### src/rtl/fpc_pkg.sv
package fpc_pkg;
    localparam int BITCNT_W = 6;

    typedef enum logic [1:0] {
        PM_STBY  = 2'b00,
        PM_HPERF = 2'b01,
        PM_DPD   = 2'b10
    } pmode_e;

    localparam logic [7:0] OP_HIPERF  = 8'hA3;
    localparam logic [7:0] OP_RELEASE = 8'hAB;
    localparam logic [7:0] OP_PDOWN   = 8'hB9;

    localparam logic [BITCNT_W-1:0] OPC_BITS   = BITCNT_W'(8);
    localparam logic [BITCNT_W-1:0] HPERF_BITS = BITCNT_W'(32);

    typedef struct packed {
        logic                valid;
        logic [7:0]          opcode;
        logic [BITCNT_W-1:0] nbits;
    } frame_t;
endpackage

### src/rtl/fpc_sync.sv
module fpc_sync #(
    parameter int             W       = 3,
    parameter int             STAGES  = 2,
    parameter logic [W-1:0]   RST_VAL = '0
) (
    input  logic         clk,
    input  logic         rst_n,
    input  logic [W-1:0] din,
    output logic [W-1:0] level
);
    logic [STAGES-1:0][W-1:0] pipe_d, pipe_q;

    always_comb begin
        pipe_d[0] = din;
        for (int i = 1; i < STAGES; i++) begin
            pipe_d[i] = pipe_q[i-1];
        end
    end

    always_ff @(posedge clk or negedge rst_n) begin
        if (!rst_n) pipe_q <= {STAGES{RST_VAL}};
        else        pipe_q <= pipe_d;
    end

    assign level = pipe_q[STAGES-1];
endmodule

### src/rtl/fpc_frame.sv
module fpc_frame
    import fpc_pkg::*;
(
    input  logic   clk,
    input  logic   rst_n,
    input  logic   cs_n_lvl,
    input  logic   sclk_lvl,
    input  logic   si_lvl,
    output frame_t frame
);
    typedef struct packed {
        logic                cs_prev;
        logic                sclk_prev;
        logic [7:0]          shift;
        logic [7:0]          opcode;
        logic [BITCNT_W-1:0] nbits;
        logic                done;
    } fr_state_t;

    fr_state_t st_d, st_q;
    logic cs_rise, cs_fall, sclk_rise;

    assign cs_rise   =  cs_n_lvl & ~st_q.cs_prev;
    assign cs_fall   = ~cs_n_lvl &  st_q.cs_prev;
    assign sclk_rise =  sclk_lvl & ~st_q.sclk_prev;

    always_comb begin
        st_d           = st_q;
        st_d.cs_prev   = cs_n_lvl;
        st_d.sclk_prev = sclk_lvl;
        st_d.done      = cs_rise;
        if (cs_fall) begin
            st_d.shift  = '0;
            st_d.opcode = '0;
            st_d.nbits  = '0;
        end else if (!cs_n_lvl && sclk_rise) begin
            st_d.shift = {st_q.shift[6:0], si_lvl};
            if (st_q.nbits == OPC_BITS - BITCNT_W'(1)) begin
                st_d.opcode = {st_q.shift[6:0], si_lvl};
            end
            if (st_q.nbits != '1) begin
                st_d.nbits = st_q.nbits + BITCNT_W'(1);
            end
        end
    end

    always_ff @(posedge clk or negedge rst_n) begin
        if (!rst_n) begin
            st_q           <= '0;
            st_q.cs_prev   <= 1'b1;
        end else begin
            st_q <= st_d;
        end
    end

    assign frame.valid  = st_q.done;
    assign frame.opcode = st_q.opcode;
    assign frame.nbits  = st_q.nbits;
endmodule

### src/rtl/fpc_mode_fsm.sv
module fpc_mode_fsm
    import fpc_pkg::*;
#(
    parameter int HPM_CYCLES = 400,
    localparam int CNT_W     = $clog2(HPM_CYCLES + 1)
) (
    input  logic   clk,
    input  logic   rst_n,
    input  frame_t frame,
    output pmode_e mode,
    output logic   busy,
    output logic   mode_changed
);
    typedef struct packed {
        pmode_e           mode;
        logic             busy;
        logic [CNT_W-1:0] cnt;
        logic             changed;
    } fsm_state_t;

    fsm_state_t st_d, st_q;
    logic cmd_ok;

    assign cmd_ok = frame.valid && (frame.nbits >= OPC_BITS);

    always_comb begin
        st_d         = st_q;
        st_d.changed = 1'b0;
        if (st_q.busy) begin
            if (st_q.cnt == '0) begin
                st_d.busy    = 1'b0;
                st_d.mode    = PM_HPERF;
                st_d.changed = 1'b1;
            end else begin
                st_d.cnt = st_q.cnt - CNT_W'(1);
            end
        end else if (cmd_ok) begin
            unique case (st_q.mode)
                PM_STBY: begin
                    if (frame.opcode == OP_HIPERF && frame.nbits == HPERF_BITS) begin
                        st_d.busy = 1'b1;
                        st_d.cnt  = CNT_W'(HPM_CYCLES - 1);
                    end else if (frame.opcode == OP_PDOWN) begin
                        st_d.mode    = PM_DPD;
                        st_d.changed = 1'b1;
                    end
                end
                PM_HPERF: begin
                    if (frame.opcode == OP_RELEASE) begin
                        st_d.mode    = PM_STBY;
                        st_d.changed = 1'b1;
                    end else if (frame.opcode == OP_PDOWN) begin
                        st_d.mode    = PM_DPD;
                        st_d.changed = 1'b1;
                    end
                end
                PM_DPD: begin
                    if (frame.opcode == OP_RELEASE) begin
                        st_d.mode    = PM_STBY;
                        st_d.changed = 1'b1;
                    end
                end
                default: begin
                    st_d.mode    = PM_STBY;
                    st_d.changed = 1'b1;
                end
            endcase
        end
    end

    always_ff @(posedge clk or negedge rst_n) begin
        if (!rst_n) begin
            st_q      <= '0;
            st_q.mode <= PM_STBY;
        end else begin
            st_q <= st_d;
        end
    end

    assign mode         = st_q.mode;
    assign busy         = st_q.busy;
    assign mode_changed = st_q.changed;
endmodule

### src/rtl/flash_pwr_ctrl.sv
module flash_pwr_ctrl
    import fpc_pkg::*;
#(
    parameter int HPM_CYCLES  = 400,
    parameter int SYNC_STAGES = 2
) (
    input  logic       clk,
    input  logic       rst_n,
    input  logic       spi_sclk,
    input  logic       spi_cs_n,
    input  logic       spi_si,
    output logic [1:0] pwr_mode,
    output logic       busy,
    output logic       mode_changed
);
    logic [2:0] bus_lvl;
    frame_t     frame;
    pmode_e     mode;

    fpc_sync #(
        .W       (3),
        .STAGES  (SYNC_STAGES),
        .RST_VAL (3'b100)
    ) u_sync (
        .clk   (clk),
        .rst_n (rst_n),
        .din   ({spi_cs_n, spi_sclk, spi_si}),
        .level (bus_lvl)
    );

    fpc_frame u_frame (
        .clk      (clk),
        .rst_n    (rst_n),
        .cs_n_lvl (bus_lvl[2]),
        .sclk_lvl (bus_lvl[1]),
        .si_lvl   (bus_lvl[0]),
        .frame    (frame)
    );

    fpc_mode_fsm #(
        .HPM_CYCLES (HPM_CYCLES)
    ) u_fsm (
        .clk          (clk),
        .rst_n        (rst_n),
        .frame        (frame),
        .mode         (mode),
        .busy         (busy),
        .mode_changed (mode_changed)
    );

    assign pwr_mode = mode;
endmodule

### config.mk
export PLATFORM = sky130hd
export DESIGN_NAME = flash_pwr_ctrl
export DESIGN_NICKNAME = d
export VERILOG_FILES = /design/src/rtl/fpc_pkg.sv /design/src/rtl/fpc_sync.sv /design/src/rtl/fpc_frame.sv /design/src/rtl/fpc_mode_fsm.sv /design/src/rtl/flash_pwr_ctrl.sv
export SDC_FILE = /design/constraint.sdc
export NUM_CORES = 1
export LEC_CHECK = 0
export BUFFER_PORTS_ARGS = -buffer_cell sky130_fd_sc_hd__buf_2
export CAP_MARGIN = 25
export CORE_AREA = 5 5 77 79
export CTS_CLUSTER_DIAMETER = 200
export DETAILED_ROUTE_END_ITERATION = 10
export DIE_AREA = 0 0 82 84
export GPL_TIMING_DRIVEN = 0
export HOLD_SLACK_MARGIN = 0.08
export PLACE_DENSITY_LB_ADDON = 0.15
export SYNTH_ARGS = -nofsm -noshare
export SYNTH_HDL_FRONTEND = slang
export SYNTH_SLANG_ARGS = --single-unit
### constraint.sdc
create_clock -name clk -period 6 [get_ports clk]
set_clock_uncertainty 0.15 [all_clocks]
set_input_delay 0.9 -clock clk [delete_from_list [all_inputs] [get_ports clk]]
set_output_delay 0.9 -clock clk [all_outputs]
set_load 0.05 [all_outputs]
# [Word level (Yosys, flattened, before mapping)]
# Index checks and enable logic that the tools add are counted.
[word_totals] in_bits=5 regBits=43 out_inout_bits=4
[classes] magnitude_cmp=1 add_sub_neg=2 n_bitwise=6 n_reduce_logical=16 muxes=21 eq_ne=12
[ops] cell="21-bit two-way mux" n=2
[ops] cell="13-bit two-way mux" n=2
[ops] cell="8-bit equality test (second input constant)" n=3
[ops] cell="10-bit two-way mux" n=2
[ops] cell="2-bit nonzero test" n=6
[ops] cell="9-bit zero test" n=1
[ops] cell="9-bit two-way mux" n=1
[ops] cell="9-bit by 1-bit subtractor with 9-bit output (second input constant)" n=1
[ops] cell="2-bit two-way mux" n=4
[ops] cell="8-bit two-way mux" n=1
[ops] cell="4-bit AND reduction" n=2
[ops] cell="6-bit by 1-bit adder with 6-bit output (second input constant)" n=1
[ops] cell="6-bit by 3-bit equality test with 1-bit output (second input constant)" n=1
[ops] cell="6-bit equality test (second input constant)" n=1
[ops] cell="6-bit by 4-bit >= comparator with 1-bit output (second input constant)" n=1
[ops] cell="6-bit two-way mux" n=1
[ops] cell="6-bit != test (second input constant)" n=1
[ops] cell="2-bit one-hot mux with 3 select lines" n=1
[ops] cell="1-bit two-way mux" n=5
[ops] cell="2-bit != test (second input constant)" n=2
[ops] cell="2-bit AND reduction" n=2
[ops] cell="1-bit AND" n=3
[ops] cell="1-bit logical AND" n=3
[ops] cell="3-bit two-way mux" n=1
[ops] cell="8 further kinds" n=10

# [Longest topological paths before layout]
# Gate-level depths: netlist of the first run.
[depth] word_depth=6 ltp_mapped=6

# [Hierarchy]
# Synthesis of the first run repeated with hierarchy kept, for this count alone.
[unflattened] hier_cells=210 area_unflattened_um2=2234.6
[by_module_without_submodules] mod="fpc_frame" instances=1 cells_per_inst=114 seq_area_each_um2=601.8 area_per_inst_um2=1203.7
[by_module_without_submodules] mod="fpc_mode_fsm" instances=1 cells_per_inst=90 seq_area_each_um2=325.3 area_per_inst_um2=878.3
[by_module_without_submodules] mod="fpc_sync" instances=1 cells_per_inst=6 seq_area_each_um2=152.6 area_per_inst_um2=152.6

# [Least setup slack after synthesis of the first run]
# Ideal clock, no wire load.
[synth_path] path_kind="reg2reg" start="reg u_fsm.st_q, in the netlist u_fsm.busy" end="reg u_fsm.st_q[6] (netlist name)" arrival_ns=1.824 slack_ns=3.906 required_time_ns=5.730 setup_time_ns=0.120 path_buffers=0 path_stages_with_launch=5 period_less_slack_ns=2.094 cell_sequence="dfrtp_1 -> or3b_1 -> nor4_1 -> mux2_2 -> and2_1"
[synth_via] elab_chain_len=2 elab_cells_between_ends=6
[synth_rtl] item="from (decl)" line_no="fpc_mode_fsm.sv:21" source="fsm_state_t st_d, st_q;"
[synth_rtl] item="from (signal assigned)" line_no="fpc_mode_fsm.sv:76" source="st_q <= st_d;"
[synth_rtl] item="2-bit != test (no line) or 2-bit nonzero test (tied branches)"
[synth_rtl] item="4-bit AND reduction (no line)"
# Parallel ways exist; a longest one is shown, timed or not.
# A chain may end at the register's enable or synchronous reset.

# [Final worst setup path of the first run]
[layout_path] start="reg u_fsm.st_q[1] (netlist name)" end="reg u_fsm.mode[1] (netlist name)"
[layout_via] elab_chain_len=3
[layout_rtl] item="9-bit zero test" line_no="fpc_mode_fsm.sv:30" source="if (st_q.cnt == '0) begin"
[layout_rtl] item="2-bit != test (no line)"
[layout_rtl] item="4-bit AND reduction (no line)"
# No other way between the ends.

==> summary.txt, run 1 <==
Yosys
  • Top cells by area, synth: dfrtp_1 50%, mux2i_1 6.0%, nand2_1 4.9%, dfstp_2 3.9%, nor2_1 3.2%
  • Ys async rst share: 1.00
  • Primary FF master, synth: dfrtp_1
  • Cells after Synth: ~190
  • Synth warn: 0
  • Post-synth net total: roughly 190
  • Mapped Area: about 2000 sq um
  • Top-area cell type share of the netlist area: 0.498
  • Syn_area_per_cell: around 11 sq um
  • Cell variety after synth: 47
  • Seq/Total Area, Yosys: 0.537
  • Post-synthesis register bit count: 43
  • EDFF count, synth: 0
  • Area leader, netlist: dfrtp_1

Die
  • Die Y-Extent: about 84 um
  • Initial core utilization: 0.382
  • Die width: between 80 and 90 um
  • Die area: 6890 sq um
  • IO Count: 9
  • Core Rows: 27
  • Core area: 5270 sq um

STA
  • Max Fclk: approximately 420 MHz
  • Tightest Pin Transition: between 0.9 and 1 ns
  • Setup TNS: 0 ns
  • Unrepaired setup endpoints after global routing: no
  • Final setup vio count: 0
  • Final worst-path cycle share: 0.400
  • Slew Limit Fails: 0
  • Worst hold margin: between 0.2 and 0.25 ns
  • Slew margin rel.: 0.330
  • Min Tclk post-route: around 2.4 ns
  • Final hold viol count: 0

Placement
  • DP Wirelength: ~2.8 mm
  • Placed instance count: 265
  • Placer Congestion: 0.831
  • Post-Place Cell Area: ~2100 sq um
  • IO Port Bufs: 8

Final layout
  • Area delta synth->final: 11.5%
  • Fin area: around 2200 sq um
  • Commonest non-fill, non-tap cells in the layout: 40 x dfrtp_1, 26 x nand2_1, 17 x nor2_1
  • Fin cells: between 200 and 300
  • Final net count: 210
  • Most common cell after layout, fill and taps aside: dfrtp_1
  • Antenna diodes: 0
  • Layout cell share with drive strength beyond 1: 0.153

Worst setup path
  • Critical Path Start Type: flip-flop
  • Critical-path maximum fanout: 6
  • Worst Setup End Kind: flip-flop
  • Worst path required time: around 6.0 ns
  • Kind of critical path: reg2reg
  • Arr. time, crit path: between 2 and 2.5 ns
  • Reg2reg start: u_fsm.st_q[1]
  • Worst setup path start: u_fsm.st_q[1]

Run
  • Max-cap violations: 0

CTS
  • Post-CTS sizing: 0
  • Clock transition at path regs: about 0.080 ns
  • CTS H-tree lvls: 2
  • CTS Root Cell: clkbuf_8
  • Max Buffers Root-to-Sink: 2
  • Post-CTS Hold Buffers: 0
  • Clock Latency Late Sink: between 0.2 and 0.3 ns
  • CTS tree: yes
  • Num CTS Buffers: 5
  • Setup repair bufs after CTS: 0
  • CTS Sinks: 43

Routing
  • Antenna viol nets, final: 0
  • # DRC: 0
  • Avg WL per Cell: about 14 um
  • Detailed-router iteration count before antenna repair: 4
  • Routed vias/inst: 5.14
  • Vias after detailed routing: around 1400
  • Post-Route WL: 3.95 mm
  • Number of DRC markers in iteration 0: between 100 and 150

Global route
  • Initial antenna violation count: 0
  • Number of global-route vias before repair: 1449
  • Pin count of the biggest net entering global routing: 44
  • GR Util All Layers: 0.131
  • First-pass GRT wire length: 6.98 mm
  • Total grt overflow: 0

Worst hold path
  • Hold_sp: u_sync.pipe_d[4]
  • Hold Crit Class: reg2reg

Power and ir drop
  • Pwr dens: between 200 and 250 nW/um^2
  • P_leak: about 0.001 uW
  • Worst VDD drop: roughly 0.15 mV

Status
  • Outcome: completed
[layout make-up]
| cell class | instances | area [sq um] |
|---|---|---|
| Fill cell | 539 | 3030 |
| Sequential cell | 43 | 1080 |
| Multi-Input combinational cell | 132 | 878 |
| Tap cell | 72 | 90.1 |
| Clock buffer | 7 | 76.3 |
| Timing Repair Buffer | 9 | 60.1 |
| Buffer | 6 | 38.8 |
| Inverter | 4 | 15.0 |
| Clock inverter | 1 | 5.00 |
[cell usage after synthesis, types with 2 or more instances]
cell / n
nor2_1: 17
and2_1: 3
nor4b_1: 4
xor2_1: 3
inv_1: 4
mux2i_1: 12
o21ai_0: 4
nand3_1: 4
xnor2_1: 4
dfstp_2: 3
or3b_1: 2
nor3_1: 2
buf_4: 2
nor4_1: 4
nand2b_1: 2
a21oi_1: 10
nor2b_1: 4
nor4bb_1: 2
nand3b_1: 2
clkbuf_1: 2
dfrtp_1: 40
nand4_1: 2
nand2_1: 26
ha_1: 4
[layer usage]
layer	wire length, um	vias up	share of wire	GRT usage
met1	1960	702	0.50	0.182
met2	1850	14	0.47	0.192
met3	107	4	0.027	0.0421
met5	0	-	0	0
li1	-	688	-	-
met4	33	0	0.0084	0.0393
[registers in the layout (all words and copies together) (netlist names)]
name and flops:
u_frame.frame 15, u_frame.st_q 9, u_fsm.busy 1, u_fsm.mode 2, u_fsm.mode_changed 1, u_fsm.st_q 9
u_sync.level 3, u_sync.pipe_d 3
[worst paths after layout]
check                                         to  slack (ns)  cells after the start
worst max-delay path               u_fsm.mode[1]        3.60                      6
max in group asynchronous       u_frame.st_q[24]        4.98                      2
worst min-delay path             u_sync.level[1]        0.21                      0
worst max register to register     u_fsm.mode[1]        3.60                      6
worst min register to register   u_sync.level[1]        0.21                      0
min in group asynchronous       u_frame.st_q[21]        0.23                      1
[critical path, cell delays in order (launching register included)]
cell and delay, ns:
dfrtp_1 0.38, inv_1 0.11, ha_1 0.20, nor4b_1 0.81, nand3_1 0.26, a32oi_1 0.27, o31ai_1 0.10
[where the power goes]
part           leakage [uW]  switching, uW  internal (uW)
registers          0.000576           4.93            296
clock network     0.0000422           93.4           81.8
logic              0.000376           14.8           8.63
total              0.000994            113            387
[kinds of logic (layout without fill, tap and decap cells)]
logic type | Yosys count | in the layout | share of synthesized area
AOI/OAI and AO/OA | 25 | 25 | 0.0846
muxes | 13 | 13 | 0.0653
buffers and inverters | 10 | 27 | 0.0267
adders and majority gates | 4 | 4 | 0.0249
and+or+nand+nor | 83 | 83 | 0.231
DFF | 43 | 43 | 0.537
xor gates and xnor gates | 7 | 7 | 0.0305
[per-stage QoR]
stage / power (uW) / util / setup slack (ns)
6_report: 500 / 0.426 / 3.60
5_1_grt: 525 / 0.426 / 3.43
4_1_cts: 505 / 0.422 / 3.63
3_5_place_dp: 329 / 0.406 / 3.65
3_3_place_gp: 328 / 0.406 / 3.70
2_1_floorplan: 317 / - / 3.91
Power figures use the tool's default switching activity.
==> run 2, diff against run 1 <==
==> constraint.sdc (replaced) <==
create_clock -name clk -period 2.3 [get_ports clk]
set_clock_uncertainty 0.15 [all_clocks]
set_input_delay 0.345 -clock clk [delete_from_list [all_inputs] [get_ports clk]]
set_output_delay 0.345 -clock clk [all_outputs]
set_load 0.05 [all_outputs]
==> run 2 against run 1 <==
Against the previous run:
- worst hold slack about the same
- wire length increased by 0.66%
- cell area increased by 2.1%
- die area unchanged
- maximum frequency increased by 15%
- critical path depth unchanged
- total power increased to 2.6 times the previous value
- critical path type unchanged
- largest power group unchanged
- highest routed layer unchanged
==> summary.txt, run 2 (synthesized netlist as in run 1, its figures left out) <==
Final layout
  • Commonest non-fill, non-tap cells in the layout: 40 x dfrtp_1, 26 x nand2_1, 17 x nor2_1
  • Most common cell after layout, fill and taps aside: dfrtp_1
  • Max FFs per register: 15 (unchanged)
  • Filler cell count: 536 (-0.56%)
  • Area delta synth->final: 13.8%
  • Antenna diodes: 0 (unchanged)
  • Layout cell share with drive strength beyond 1: 0.155 (+0.00187)
  • Core Util, Final: 0.434 (+0.00878)
  • Final net count: 214 (+1.9%)

Worst setup path
  • Worst Reg-to-Reg Cells: 6 (unchanged)
  • RR Endpoint: u_fsm.st_q[1]
  • Setup slack, reg-to-reg: 0.21 ns (-3.39 ns)
  • Critical Path Start Type: flip-flop
  • Reg2reg start: u_fsm.st_q[1]
  • Worst Setup End Kind: flip-flop
  • Max stage delay on crit path: 0.64 ns (-0.17 ns)
  • Worst setup path start: u_fsm.st_q[1]
  • Slowest CP cell: or4b_2
  • Critical-path maximum fanout: 4 (-2)
  • Arr. time, crit path: 2.09 ns (-0.32 ns)
  • Worst path required time: 2.31 ns (-3.70 ns)
  • Crit path cell chain: inv_1 -> ha_1 -> or4b_2 -> o21ai_2 -> xnor2_1 -> nand2_1
  • Kind of critical path: reg2reg

Placement
  • Worst slack, placed: -0.0516 ns (-3.70 ns)
  • DP Wirelength: 2.76 mm (unchanged)
  • Placer Congestion: 0.831 (unchanged)
  • IO Port Bufs: 8 (unchanged)

Worst hold path
  • Hold Crit Endpoint: u_sync.level[1]
  • Hold Crit Class: reg2reg
  • Hold Crit Depth: 0 (unchanged)
  • Hold_sp: u_sync.pipe_d[4]

Global route
  • GR Util All Layers: 0.134 (+0.00287)
  • Initial antenna violation count: 0 (unchanged)
  • Number of global-route vias before repair: 1490 (+2.8%)
  • Total grt overflow: 0 (unchanged)
  • First-pass GRT wire length: 7.16 mm (+2.6%)
  • Pin count of the biggest net entering global routing: 44 (unchanged)

CTS
  • CTS tree: yes
  • Clock transition at path regs: 0.08 ns (about the same)
  • Num CTS Buffers: 5 (unchanged)
  • CTS Sinks: 43 (unchanged)
  • CTS H-tree lvls: 2 (unchanged)
  • Clock Latency Late Sink: 0.29 ns (about the same)
  • CTS Root Cell: clkbuf_8
  • Setup repair bufs after CTS: 0 (unchanged)
  • Max Buffers Root-to-Sink: 2 (unchanged)

Routing
  • Routed vias/inst: 5.14 (about the same)
  • # DRC: 0 (unchanged)
  • Post-Route WL: 3.97 mm (+0.66%)
  • Avg WL per Cell: 14.3 um (-0.79%)
  • Number of DRC markers in iteration 0: 134 (+11%)
  • Detailed-router iteration count before antenna repair: 5 (+1)
  • Antenna viol nets, final: 0 (unchanged)
  • Vias after detailed routing: 1428 (+1.4%)

STA
  • Worst hold margin: 0.208 ns (-0.0000270 ns)
  • Final worst-path cycle share: 0.907 (+0.507)
  • Setup TNS: 0 ns (unchanged)
  • Final setup vio count: 0 (unchanged)
  • Max Fclk: 479 MHz (+15%)
  • Setup WS post-layout: 0.214 ns (-3.39 ns)
  • Final hold viol count: 0 (unchanged)
  • Tightest Pin Transition: 0.650 ns (-0.341 ns)
  • Min Tclk post-route: 2.09 ns (-0.315 ns)
  • Slew Limit Fails: 0 (unchanged)
  • Slew margin rel.: 0.561 (+0.231)
  • Unrepaired setup endpoints after global routing: no

Die
  • IO Count: 9 (unchanged)
  • Die Y-Extent: 84 um (unchanged)
  • Core Rows: 27 (unchanged)
  • Core area: 5270 sq um (unchanged)
  • Initial core utilization: 0.382 (unchanged)
  • Die area: 6890 sq um (unchanged)
  • Die width: 82 um (unchanged)

Power and ir drop
  • P_leak: 0.00101 uW (+2.0%)
  • Pwr dens: 572 nW/um^2 (+160%)
  • Worst VDD drop: 0.401 mV (+160%)
  • Overall power: 1310 uW (+160%)

Run
  • Max-cap violations: 0 (unchanged)

Status
  • Outcome: completed
==> run 2: cell count changes in the layout (fill, tap and decap cells not counted), sizes merged <==
| cell | previous run | this run |
|---|---|---|
| dlygate4sd3 | 0 | 4 |
==> run 2: what timing repair did <==
item / in CTS / in global routing
gates resized for setup: 1 / 0
setup endpoints to repair: 1 / 0
hold buffers: 4 / 0
hold endpoints to repair: 15 / 0
==> run 2: report_power, final <==
| group | switching, uW | internal (uW) |
|---|---|---|
| Clock | 243 | 213 |
| Sequential | 12.6 | 773 |
| Combinational | 39.4 | 27.0 |
| Total | 295 | 1010 |
==> run 2: stage by stage <==
step / std cells / area (sq um)
after floorplan: 185 / 2010
after global placement: 265 / 2140
after detailed placement: 265 / 2140
after CTS: 277 / 2270
after global routing: 278 / 2290
final: 278 / 2290
==> run 2: per-layer routing <==
layer,GRT usage,share of wire,vias to the layer above
met2,0.198,0.47,23
met3,0.0421,0.047,4
met5,0,0,-
met4,0.0393,0.0083,0
li1,-,-,696
met1,0.185,0.48,705
==> run 2: worst max-delay path by stage <==
| stage | end | cells past startpoint |
|---|---|---|
| floorplan | u_fsm.st_q[6] | 4 |
| global placement | u_fsm.mode[1] | 6 |
| detailed placement | u_fsm.mode[1] | 6 |
| CTS | u_fsm.st_q[1] | 6 |
| global route | u_fsm.st_q[1] | 6 |
| finish | u_fsm.st_q[1] | 6 |
==> run 2: critical path, delay by kind of cell (launching register included) <==
| family | cells | cell delay, ns |
|---|---|---|
| compound gates | 1 | 0.25 |
| xor+xnor | 1 | 0.15 |
| fa+ha+maj | 1 | 0.20 |
| buf+inv | 1 | 0.11 |
| flops | 1 | 0.38 |
| simple gates | 2 | 0.71 |
==> run 2: final cells by class <==
class	instances	area, sq um	share of cell area
tap	72	90.1	0.0393
buffer	6	38.8	0.0169
multi-input combinational	132	885	0.386
sequential	43	1080	0.472
timing repair buffer	13	100	0.0437
clock inverter	1	5.00	0.00219
inverter	4	15.0	0.00656
clock buffer	7	76.3	0.0333
